**src/rtl/bus_tmo_pkg.sv**
```systemverilog
package bus_tmo_pkg;

  localparam int unsigned TMO_W_DEF = 8;

  typedef enum logic [0:0] {
    MON_IDLE = 1'b0,
    MON_WAIT = 1'b1
  } mon_state_e;

endpackage

```
**src/rtl/tmo_rst_sync.sv**
```systemverilog
module tmo_rst_sync #(
  parameter int unsigned STAGES = 2
) (
  input  logic clk,
  input  logic rst_n,
  output logic rst_sync_n
);

  logic [STAGES-1:0] sync_q;
  logic [STAGES-1:0] sync_d;

  always_comb begin
    sync_d = {sync_q[STAGES-2:0], 1'b1};
  end

  always_ff @(posedge clk or negedge rst_n) begin
    if (!rst_n) sync_q <= '0;
    else        sync_q <= sync_d;
  end

  assign rst_sync_n = sync_q[STAGES-1];

endmodule

```
**src/rtl/tmo_down_cnt.sv**
```systemverilog
module tmo_down_cnt #(
  parameter int unsigned W = 8
) (
  input  logic         clk,
  input  logic         rst_n,
  input  logic         load,
  input  logic         step,
  input  logic [W-1:0] load_val,
  output logic         zero
);

  localparam logic [W-1:0] ONE = {{(W-1){1'b0}}, 1'b1};

  logic [W-1:0] cnt_q;
  logic [W-1:0] cnt_d;
  logic         cnt_en;

  always_comb begin
    cnt_d  = cnt_q;
    cnt_en = load | step;
    if (load)      cnt_d = load_val;
    else if (step) cnt_d = cnt_q - ONE;
  end

  always_ff @(posedge clk or negedge rst_n) begin
    if (!rst_n)      cnt_q <= '0;
    else if (cnt_en) cnt_q <= cnt_d;
  end

  assign zero = (cnt_q == '0);

endmodule

```
**src/rtl/tmo_beat_ctrl.sv**
```systemverilog
module tmo_beat_ctrl
  import bus_tmo_pkg::*;
(
  input  logic clk,
  input  logic rst_n,
  input  logic bus_ce,
  input  logic mon_en,
  input  logic xfer_start,
  input  logic cs_hit,
  input  logic xfer_ack,
  input  logic cnt_zero,
  output logic cnt_load,
  output logic cnt_step,
  output logic tmo_evt
);

  mon_state_e state_q;
  mon_state_e state_d;
  logic       beat_go;

  assign beat_go = xfer_start & ~cs_hit;

  always_comb begin
    state_d  = state_q;
    cnt_load = 1'b0;
    cnt_step = 1'b0;
    tmo_evt  = 1'b0;
    if (!mon_en) begin
      state_d = MON_IDLE;
    end else if (bus_ce) begin
      if (beat_go) begin
        state_d  = MON_WAIT;
        cnt_load = 1'b1;
      end else if (state_q == MON_WAIT) begin
        if (xfer_ack) begin
          state_d = MON_IDLE;
        end else if (cnt_zero) begin
          state_d = MON_IDLE;
          tmo_evt = 1'b1;
        end else begin
          cnt_step = 1'b1;
        end
      end
    end
  end

  always_ff @(posedge clk or negedge rst_n) begin
    if (!rst_n) state_q <= MON_IDLE;
    else        state_q <= state_d;
  end

endmodule

```
**src/rtl/tmo_err_stat.sv**
```systemverilog
module tmo_err_stat (
  input  logic clk,
  input  logic rst_n,
  input  logic bus_ce,
  input  logic tmo_evt,
  input  logic flag_clr,
  output logic err_term,
  output logic tmo_flag
);

  logic err_q, err_d;
  logic flag_q, flag_d;

  always_comb begin
    err_d = err_q;
    if (bus_ce) err_d = tmo_evt;
    flag_d = tmo_evt | (flag_q & ~flag_clr);
  end

  always_ff @(posedge clk or negedge rst_n) begin
    if (!rst_n) begin
      err_q  <= 1'b0;
      flag_q <= 1'b0;
    end else begin
      err_q  <= err_d;
      flag_q <= flag_d;
    end
  end

  assign err_term = err_q;
  assign tmo_flag = flag_q;

endmodule

```
**src/rtl/bus_tmo_mon.sv**
```systemverilog
module bus_tmo_mon
  import bus_tmo_pkg::*;
#(
  parameter int unsigned TMO_W = TMO_W_DEF
) (
  input  logic             clk,
  input  logic             rst_n,
  input  logic             bus_ce,
  input  logic             mon_en,
  input  logic [TMO_W-1:0] tmo_limit,
  input  logic             xfer_start,
  input  logic             cs_hit,
  input  logic             xfer_ack,
  input  logic             flag_clr,
  output logic             err_term,
  output logic             tmo_flag
);

  localparam int unsigned SYNC_STAGES = 2;

  logic rst_core_n;
  logic cnt_load;
  logic cnt_step;
  logic cnt_zero;
  logic tmo_evt;

  tmo_rst_sync #(.STAGES(SYNC_STAGES)) i_rst_sync (
    .clk        (clk),
    .rst_n      (rst_n),
    .rst_sync_n (rst_core_n)
  );

  tmo_beat_ctrl i_ctrl (
    .clk        (clk),
    .rst_n      (rst_core_n),
    .bus_ce     (bus_ce),
    .mon_en     (mon_en),
    .xfer_start (xfer_start),
    .cs_hit     (cs_hit),
    .xfer_ack   (xfer_ack),
    .cnt_zero   (cnt_zero),
    .cnt_load   (cnt_load),
    .cnt_step   (cnt_step),
    .tmo_evt    (tmo_evt)
  );

  tmo_down_cnt #(.W(TMO_W)) i_cnt (
    .clk      (clk),
    .rst_n    (rst_core_n),
    .load     (cnt_load),
    .step     (cnt_step),
    .load_val (tmo_limit),
    .zero     (cnt_zero)
  );

  tmo_err_stat i_stat (
    .clk      (clk),
    .rst_n    (rst_core_n),
    .bus_ce   (bus_ce),
    .tmo_evt  (tmo_evt),
    .flag_clr (flag_clr),
    .err_term (err_term),
    .tmo_flag (tmo_flag)
  );

endmodule

```
**config.mk**
```make
export PLATFORM = sky130hd
export DESIGN_NAME = bus_tmo_mon
export DESIGN_NICKNAME = d
export VERILOG_FILES = /design/src/rtl/bus_tmo_pkg.sv /design/src/rtl/tmo_rst_sync.sv /design/src/rtl/tmo_down_cnt.sv /design/src/rtl/tmo_beat_ctrl.sv /design/src/rtl/tmo_err_stat.sv /design/src/rtl/bus_tmo_mon.sv
export SDC_FILE = /design/constraint.sdc
export NUM_CORES = 1
export LEC_CHECK = 0
export BUFFER_PORTS_ARGS = -buffer_cell sky130_fd_sc_hd__buf_2
export CAP_MARGIN = 0
export CORE_ASPECT_RATIO = 0.9
export CORE_UTILIZATION = 30
export DETAILED_ROUTE_END_ITERATION = 16
export HOLD_SLACK_MARGIN = 0.12
export PLACE_DENSITY_LB_ADDON = 0.05
export SLEW_MARGIN = 20
export SYNTH_ARGS = -nofsm -noshare
export SYNTH_HDL_FRONTEND = slang
export SYNTH_SLANG_ARGS = --single-unit
```
**constraint.sdc**
```tcl
create_clock -name clk -period 0.8 [get_ports clk]
set_input_delay 0 -clock clk [delete_from_list [all_inputs] [get_ports clk]]
set_output_delay 0 -clock clk [all_outputs]
set_load 0.005 [all_outputs]
```
==> flow_summary.toml, run 1 <==
[global_routing]
grt_max_degree = 12
grt_usage_pct = 18.9
overflow = 0
first_global_vias = 777
grt_pass1_wl_um = 3620
antenna_found_initial = 0

[drt]
detail-route-antenna-nets = 0
drt-total-wl_um = 2150
drt-initial-drc-count = 10
drtPass1Iterations = 4
vias = 785
drc = 0
vias_per_cell = 4.82
avgRoutedWirePerCell_um = 13.2

[die]
rows = 16
initial_core_util_pct = 33.1
core_um2 = 2280
dieWidth_um = 54.9
die_h_um = 49.6
die-area_um2 = 2720
io_pins = 18

[finish]
drive_gt1_share_pct = 51.5
antenna_cells = 0
most-common-layout-cells = "buf_4, buf_2, dlygate4sd3_1, dfrtp_1"
fin_cells = 163
final_common_cell = "buf_4"
area_delta_synth_final_pct = 77.3
post-route-util_pct = 58.6
fillers = 220
fin_nets = 155

[clocking]
htreeDepth = 1
cts_tree = "done"
cts_root_buffer = "clkbuf_4"
path_clk_slew_ps = 90
ctsLongestPathBuffers = 2
numCtsBuffers = 3
numClockSinks = 13
clk_latency_ps = 280

[sta]
fin_crit_sh_pct = 201
setup_viol = 11
rsz0062_at_grt = "yes"
final-hold-violation-count = 0
fmax_mhz = 621
finalMaxSlewViolations = 0
layout_setup_ws_ps = -810
min_period_ps = 1610
fin_skew_ps = 4.13

[logic_synthesis]
postSynthCellCount = 74
syn-cell-area_um2 = 754
synth_cell_type_count = 33
syn_nets = 92
syn_area_per_cell_um2 = 10.2
ys_seq_elements = 13
yosysSeqAreaShare_pct = 43.1
yosys_warnings = 0

[worst_setup_path]
cp_cell_sequence = "or4_4 -> o211ai_1 -> xor2_1 -> o21ai_1"
r2r_slack_ps = -810
critPathBufInv = 0
cp.arrival_ps = 1780
reg2reg_depth = 4
endpoint_kind = "flop"
worst-endpoint-required_ps = 970
critPathTopFamily = "simple AND/OR/NAND/NOR gates"
rr_startpoint = "i_cnt.cnt_q[3]$_DFFE_PN0P_"
crit_type = "flop to flop"
max_stage_delay_ps = 560
crit_slowest_cell = "or4_4"
worstReg2RegEnd = "i_cnt.cnt_q[3]$_DFFE_PN0P_"
critPathMaxFanout = 4
start_kind = "flop"

[power]
power.clock.fraction_pct = 19.8
pwr-share-comb_pct = 39.8
vdd_drop_max_v = 0.00121
power_frac_seq_pct = 40.5
leakage_nw = 0.613
p_int_mw = 1.46
power_switching_share_pct = 31.7
power.switching_uw = 677
p_per_area_nw_per_um2 = 1600

[min_path]
hold_path.class = "flop to async pin"

[run_status]
outcome = "finished with violations"
violations = "negative setup slack"

[run]
drv_cap = 0

[place]
gp_congestion = 0.730
dp_hpwl_um = 1500
dpl.cell_count = 141
io_buffers = 17
==> layer usage <==
metal  track usage, %  up-vias  share of wire, %
met5                0        -                 0
met3             5.56        2               3.8
met4             5.13        0              0.60
met1             25.3      366                49
met2             28.9       18                47
li1                 -      399                 -
==> cells in the mapped netlist, drive strengths merged <==
cell	n	area, um^2
dfrtp	13	325
o21ai	6	30.0
inv	5	18.8
nand2	5	18.8
o211ai	5	42.5
xor2	4	35.0
nand4	3	18.8
nor2	3	11.3
nor3	3	15.0
and4b	2	21.3
clkbuf	2	7.51
ha	2	25.0
nor3b	2	15.0
o221a	2	22.5
or3	2	13.8
or4	2	18.8
a21boi	1	11.3
a21o	1	7.51
a221o	1	10.0
a2bb2oi	1	8.76
buf	1	11.3
conb	1	3.75
mux2i	1	10.0
nand3	1	5.00
nand4b	1	8.76
nor4	1	12.5
o22a	1	8.76
or2b	1	8.76
or3b	1	8.76
==> cell families after synthesis <==
group           share of synthesized area (%)
simple gates                             23.4
compound gates                           18.7
flops                                    43.1
buf+inv                                  4.98
xor+xnor                                 4.64
fa+ha+maj                                3.32
other cells                             0.497
mux                                      1.33
==> power by group through the flow <==
stage	Clock [mW]	Sequential, mW	Combinational [mW]
5_1_grt	0.496	0.875	0.934
2_1_floorplan	0	0.880	0.318
3_5_place_dp	0	0.872	0.673
4_1_cts	0.448	0.856	0.828
3_3_place_gp	0	0.869	0.665
6_report	0.422	0.863	0.848
==> worst max-delay path by stage <==
stage	depth (start not counted)	start	slack, ps	endpoint
after floorplan	6	i_cnt.cnt_q[1]$_DFFE_PN0P_	-740	i_cnt.cnt_q[2]$_DFFE_PN0P_
after global placement	6	i_cnt.cnt_q[1]$_DFFE_PN0P_	-810	i_cnt.cnt_q[2]$_DFFE_PN0P_
after detailed placement	4	i_cnt.cnt_q[4]$_DFFE_PN0P_	-840	i_cnt.cnt_q[3]$_DFFE_PN0P_
after CTS	4	i_cnt.cnt_q[3]$_DFFE_PN0P_	-800	i_cnt.cnt_q[2]$_DFFE_PN0P_
after global routing	6	i_cnt.cnt_q[1]$_DFFE_PN0P_	-870	i_cnt.cnt_q[3]$_DFFE_PN0P_
final	4	i_cnt.cnt_q[3]$_DFFE_PN0P_	-810	i_cnt.cnt_q[3]$_DFFE_PN0P_
==> worst reg2reg max path: stages, from the launching register on <==
cell and delay [ps]:
dfrtp_2 450, or4_4 560, o211ai_1 250, xor2_1 170
o21ai_1 70
==> metrics by stage <==
| stage | power [mW] | area (um^2) | hold slack [ps] | setup TNS [ps] | setup slack, ps |
|---|---|---|---|---|---|
| detailed placement | 1.54 | 1080 | -211 | -7810 | -841 |
| global placement | 1.53 | 1080 | -214 | -7600 | -807 |
| floorplan | 1.20 | 790 | -296 | -6380 | -737 |
| global route | 2.30 | 1340 | 211 | -8560 | -872 |
| CTS | 2.13 | 1290 | 176 | -7680 | -803 |
| finish | 2.13 | 1340 | 165 | -7630 | -810 |
==> timing repair <==
| action | in CTS | in global routing |
|---|---|---|
| endpoints found under the hold margin | 13 | 0 |
| setup endpoints to repair | 11 | 13 |
| buffers inserted | 3 | 2 |
| pin swaps | 12 | 6 |
| hold buffers | 13 | 0 |
| gates resized for setup | 7 | 9 |
==> flip-flops by register name, indices dropped and copies added, names as in the netlist <==
register           cells
i_rst_sync.sync_q      2
i_stat.tmo_flag        1
i_cnt.cnt_q            8
i_ctrl.state_q         1
i_stat.err_term        1
==> area by class of cell <==
class                           count  area, um^2  area share (%)
Tap cell                           27        33.8            2.53
Timing Repair Buffer               61         463            34.6
Sequential cell                    13         327            24.4
Clock buffer                        4        26.3            1.96
Multi-Input combinational cell     53         469            35.1
Inverter                            5        18.8            1.40
Power figures use the tool's default switching activity.
==> run 2: changes to the inputs <==
- ABC_AREA: default -> 1
- CORE_UTILIZATION: 30 -> 35
- CTS_BUF_LIST: default -> sky130_fd_sc_hd__clkbuf_8
==> flow_summary.toml, run 2 <==
[worst_setup_path]
cp.arrival_ps = 1500
endpoint_kind = "flop"
crit_type = "flop to flop"
critPathTopFamily = "flip-flops"
start_kind = "flop"
max_stage_delay_ps = 380
cp_cell_sequence = "inv_2 -> ha_4 -> nand3_4 -> o21ai_4 -> nand2_4 -> nand3_2 -> nand2_2"
critPathMaxFanout = 6
crit_slowest_cell = "dfrtp_1"
worst-endpoint-required_ps = 940
critPathBufInv = 1

[finish]
antenna_cells = 0
area_delta_synth_final_pct = 51.2
post-route-util_pct = 57.9
seq_area_um2 = 325
fin_nets = 176
most-common-layout-cells = "buf_4, nand2_1, buf_2, inv_1, nand3_1"
largest_register_ffs = 8
drive_gt1_share_pct = 46.5
largest-register = "i_cnt.cnt_q"
final_common_cell = "buf_4"
multi_input_area_um2 = 532
top_regs = "i_cnt.cnt_q: 8 flops, i_rst_sync.sync_q: 2 flops"
fillers = 236

[logic_synthesis]
ys_seq_elements = 13
synth_fa_ha_area_share_pct = 2.89
synth_top_family_by_area = "simple AND/OR/NAND/NOR gates"
synth_top_cell_area_share_pct = 37.6
synth_xor_area_share_pct = 0
yosys.area_share.simple_pct = 40.8
yosysSeqAreaShare_pct = 37.6
yosys_warnings = 0
synth_top_area_cell = "dfrtp_1"
async_flop_share_pct = 100
synth-edff-count = 0
synthMuxAreaShare_pct = 0
synth_cell_type_count = 20
synth_ff_type = "dfrtp_1"
syn-cell-area_um2 = 866
syn_area_per_cell_um2 = 7.94
syn_nets = 127
synth-compound-area-share_pct = 9.97
synth_common_cells = "nand2_1, nand3_1, inv_1, dfrtp_1, nor2_1"
yosysMostFrequentCell = "nand2_1"
synth.area.top_cells = "dfrtp_1, nand3_1, nand2_1, inv_1, nand3_2"
postSynthCellCount = 109

[run_status]
outcome = "finished with violations"
violations = "negative setup slack"

[run]
drv_cap = 0

[global_routing]
first_global_vias = 827
grt_max_degree = 13
overflow = 0
antenna_found_initial = 0
grt_usage_pct = 17.8
grt_pass1_wl_um = 3460

[clocking]
ctsLongestPathBuffers = 2
cts_hold_repair.buffers = 7
numClockSinks = 13
cts_root_buffer = "clkbuf_8"
htreeDepth = 1
clk_latency_ps = 240
numCtsBuffers = 3
cts_tree = "done"
path_clk_slew_ps = 60

[sta]
min_period_ps = 1370
finalMaxSlewViolations = 0
fin_skew_ps = 2.06
layout_setup_ws_ps = -567
worst_hold_slack_ps = 77.7
final-hold-violation-count = 0
rsz0062_at_grt = "yes"
finalSetupTns_ps = -5480
fin_crit_sh_pct = 171
fmax_mhz = 732
setup_viol = 11

[place]
gp_congestion = 0.834
io_buffers = 17
pre_cts_slack_ps = -512
dp_hpwl_um = 1450

[drt]
detail-route-antenna-nets = 0
vias_per_cell = 4.56
avgRoutedWirePerCell_um = 10.9
drt-initial-drc-count = 2
drc = 0
drt-total-wl_um = 2010
vias = 839
drtPass1Iterations = 2

[die]
die-area_um2 = 2680
rows = 16
initial_core_util_pct = 38.3
io_pins = 18
dieWidth_um = 54.4
core_um2 = 2260
die_h_um = 49.2

[power]
vdd_drop_max_v = 0.00180
p_per_area_nw_per_um2 = 2830
leakage_nw = 0.677

[min_path]
hold_path.class = "primary input to flop"
run 2: changes by cell type after synthesis, sizes merged, moves of 3 or more:
cell    change
inv        +10
nand2      +23
nand3      +19
nand4       -3
nor2        +8
o211ai      -5
o21ai       +6
or2         +4
xor2        -4
run 2: power by group:
part           internal [mW]  total [mW]  switching, mW
logic                   1.02        2.09           1.07
clock network          0.339       0.583          0.244
registers              0.847        1.03          0.183
run 2: routing by layer:
metal / up-vias / part of all wire, % / GRT usage [%]
li1: 440 / - / -
met1: 382 / 48 / 22.7
met2: 15 / 47 / 28.9
met3: 2 / 3.8 / 5.61
met4: 0 / 0.95 / 3.85
met5: - / 0 / 0
run 2: area by class of cell:
cell class	count	area share, %
clock buffer	3	3.15
clock inverter	1	0.287
inverter	15	4.30
multi-input combinational	80	40.6
sequential	13	24.9
tap	27	2.58
timing repair buffer	45	24.2
run 2: timing repair:
action,in CTS,in global routing
pin swaps,1,2
setup endpoints to repair,11,11
gates cloned,0,1
setup buffers,1,0
resized for setup,0,8
endpoints found under the hold margin,12,3
run 2: worst register-to-register path, delay by kind of cell, from the launching register on:
kind,cells,cell delay (ps)
flip-flops,1,380
adder cells (fa/ha/maj),1,160
AO/OA/AOI/OAI,1,260
buffers and inverters,1,110
AND/OR/NAND/NOR,4,350
run 2: logic make-up after synthesis:
| kind of cell | after synthesis |
|---|---|
| and+or+nand+nor | 64 |
| AOI/OAI and AO/OA | 12 |
| other | 1 |
| buffers and inverters | 17 |
| DFF | 13 |
| adders and majority gates | 2 |
run 2: final timing paths:
path	from	end	slack, ps	cells past startpoint
worst max-delay path	i_cnt.cnt_q[1]$_DFFE_PN0P_	i_cnt.cnt_q[5]$_DFFE_PN0P_	-570	7
worst min-delay path	tmo_limit[6]	i_cnt.cnt_q[6]$_DFFE_PN0P_	80	4
worst max register to register	i_cnt.cnt_q[1]$_DFFE_PN0P_	i_cnt.cnt_q[5]$_DFFE_PN0P_	-570	7
worst min register to register	i_rst_sync.sync_q[1]$_DFF_PN0_	i_cnt.cnt_q[4]$_DFFE_PN0P_	160	1
max in group asynchronous	rst_n	i_rst_sync.sync_q[1]$_DFF_PN0_	80	3
min in group asynchronous	i_rst_sync.sync_q[1]$_DFF_PN0_	i_cnt.cnt_q[4]$_DFFE_PN0P_	160	1
run 2: per-stage QoR:
| stage | cells | total power, mW | instance area [um^2] |
|---|---|---|---|
| global route | 184 | 4.06 | 1310 |
| global placement | 171 | 2.97 | 1140 |
| floorplan | 109 | 2.28 | 895 |
| CTS | 183 | 3.69 | 1270 |
| detailed placement | 171 | 3.01 | 1140 |
| finish | 184 | 3.70 | 1310 |
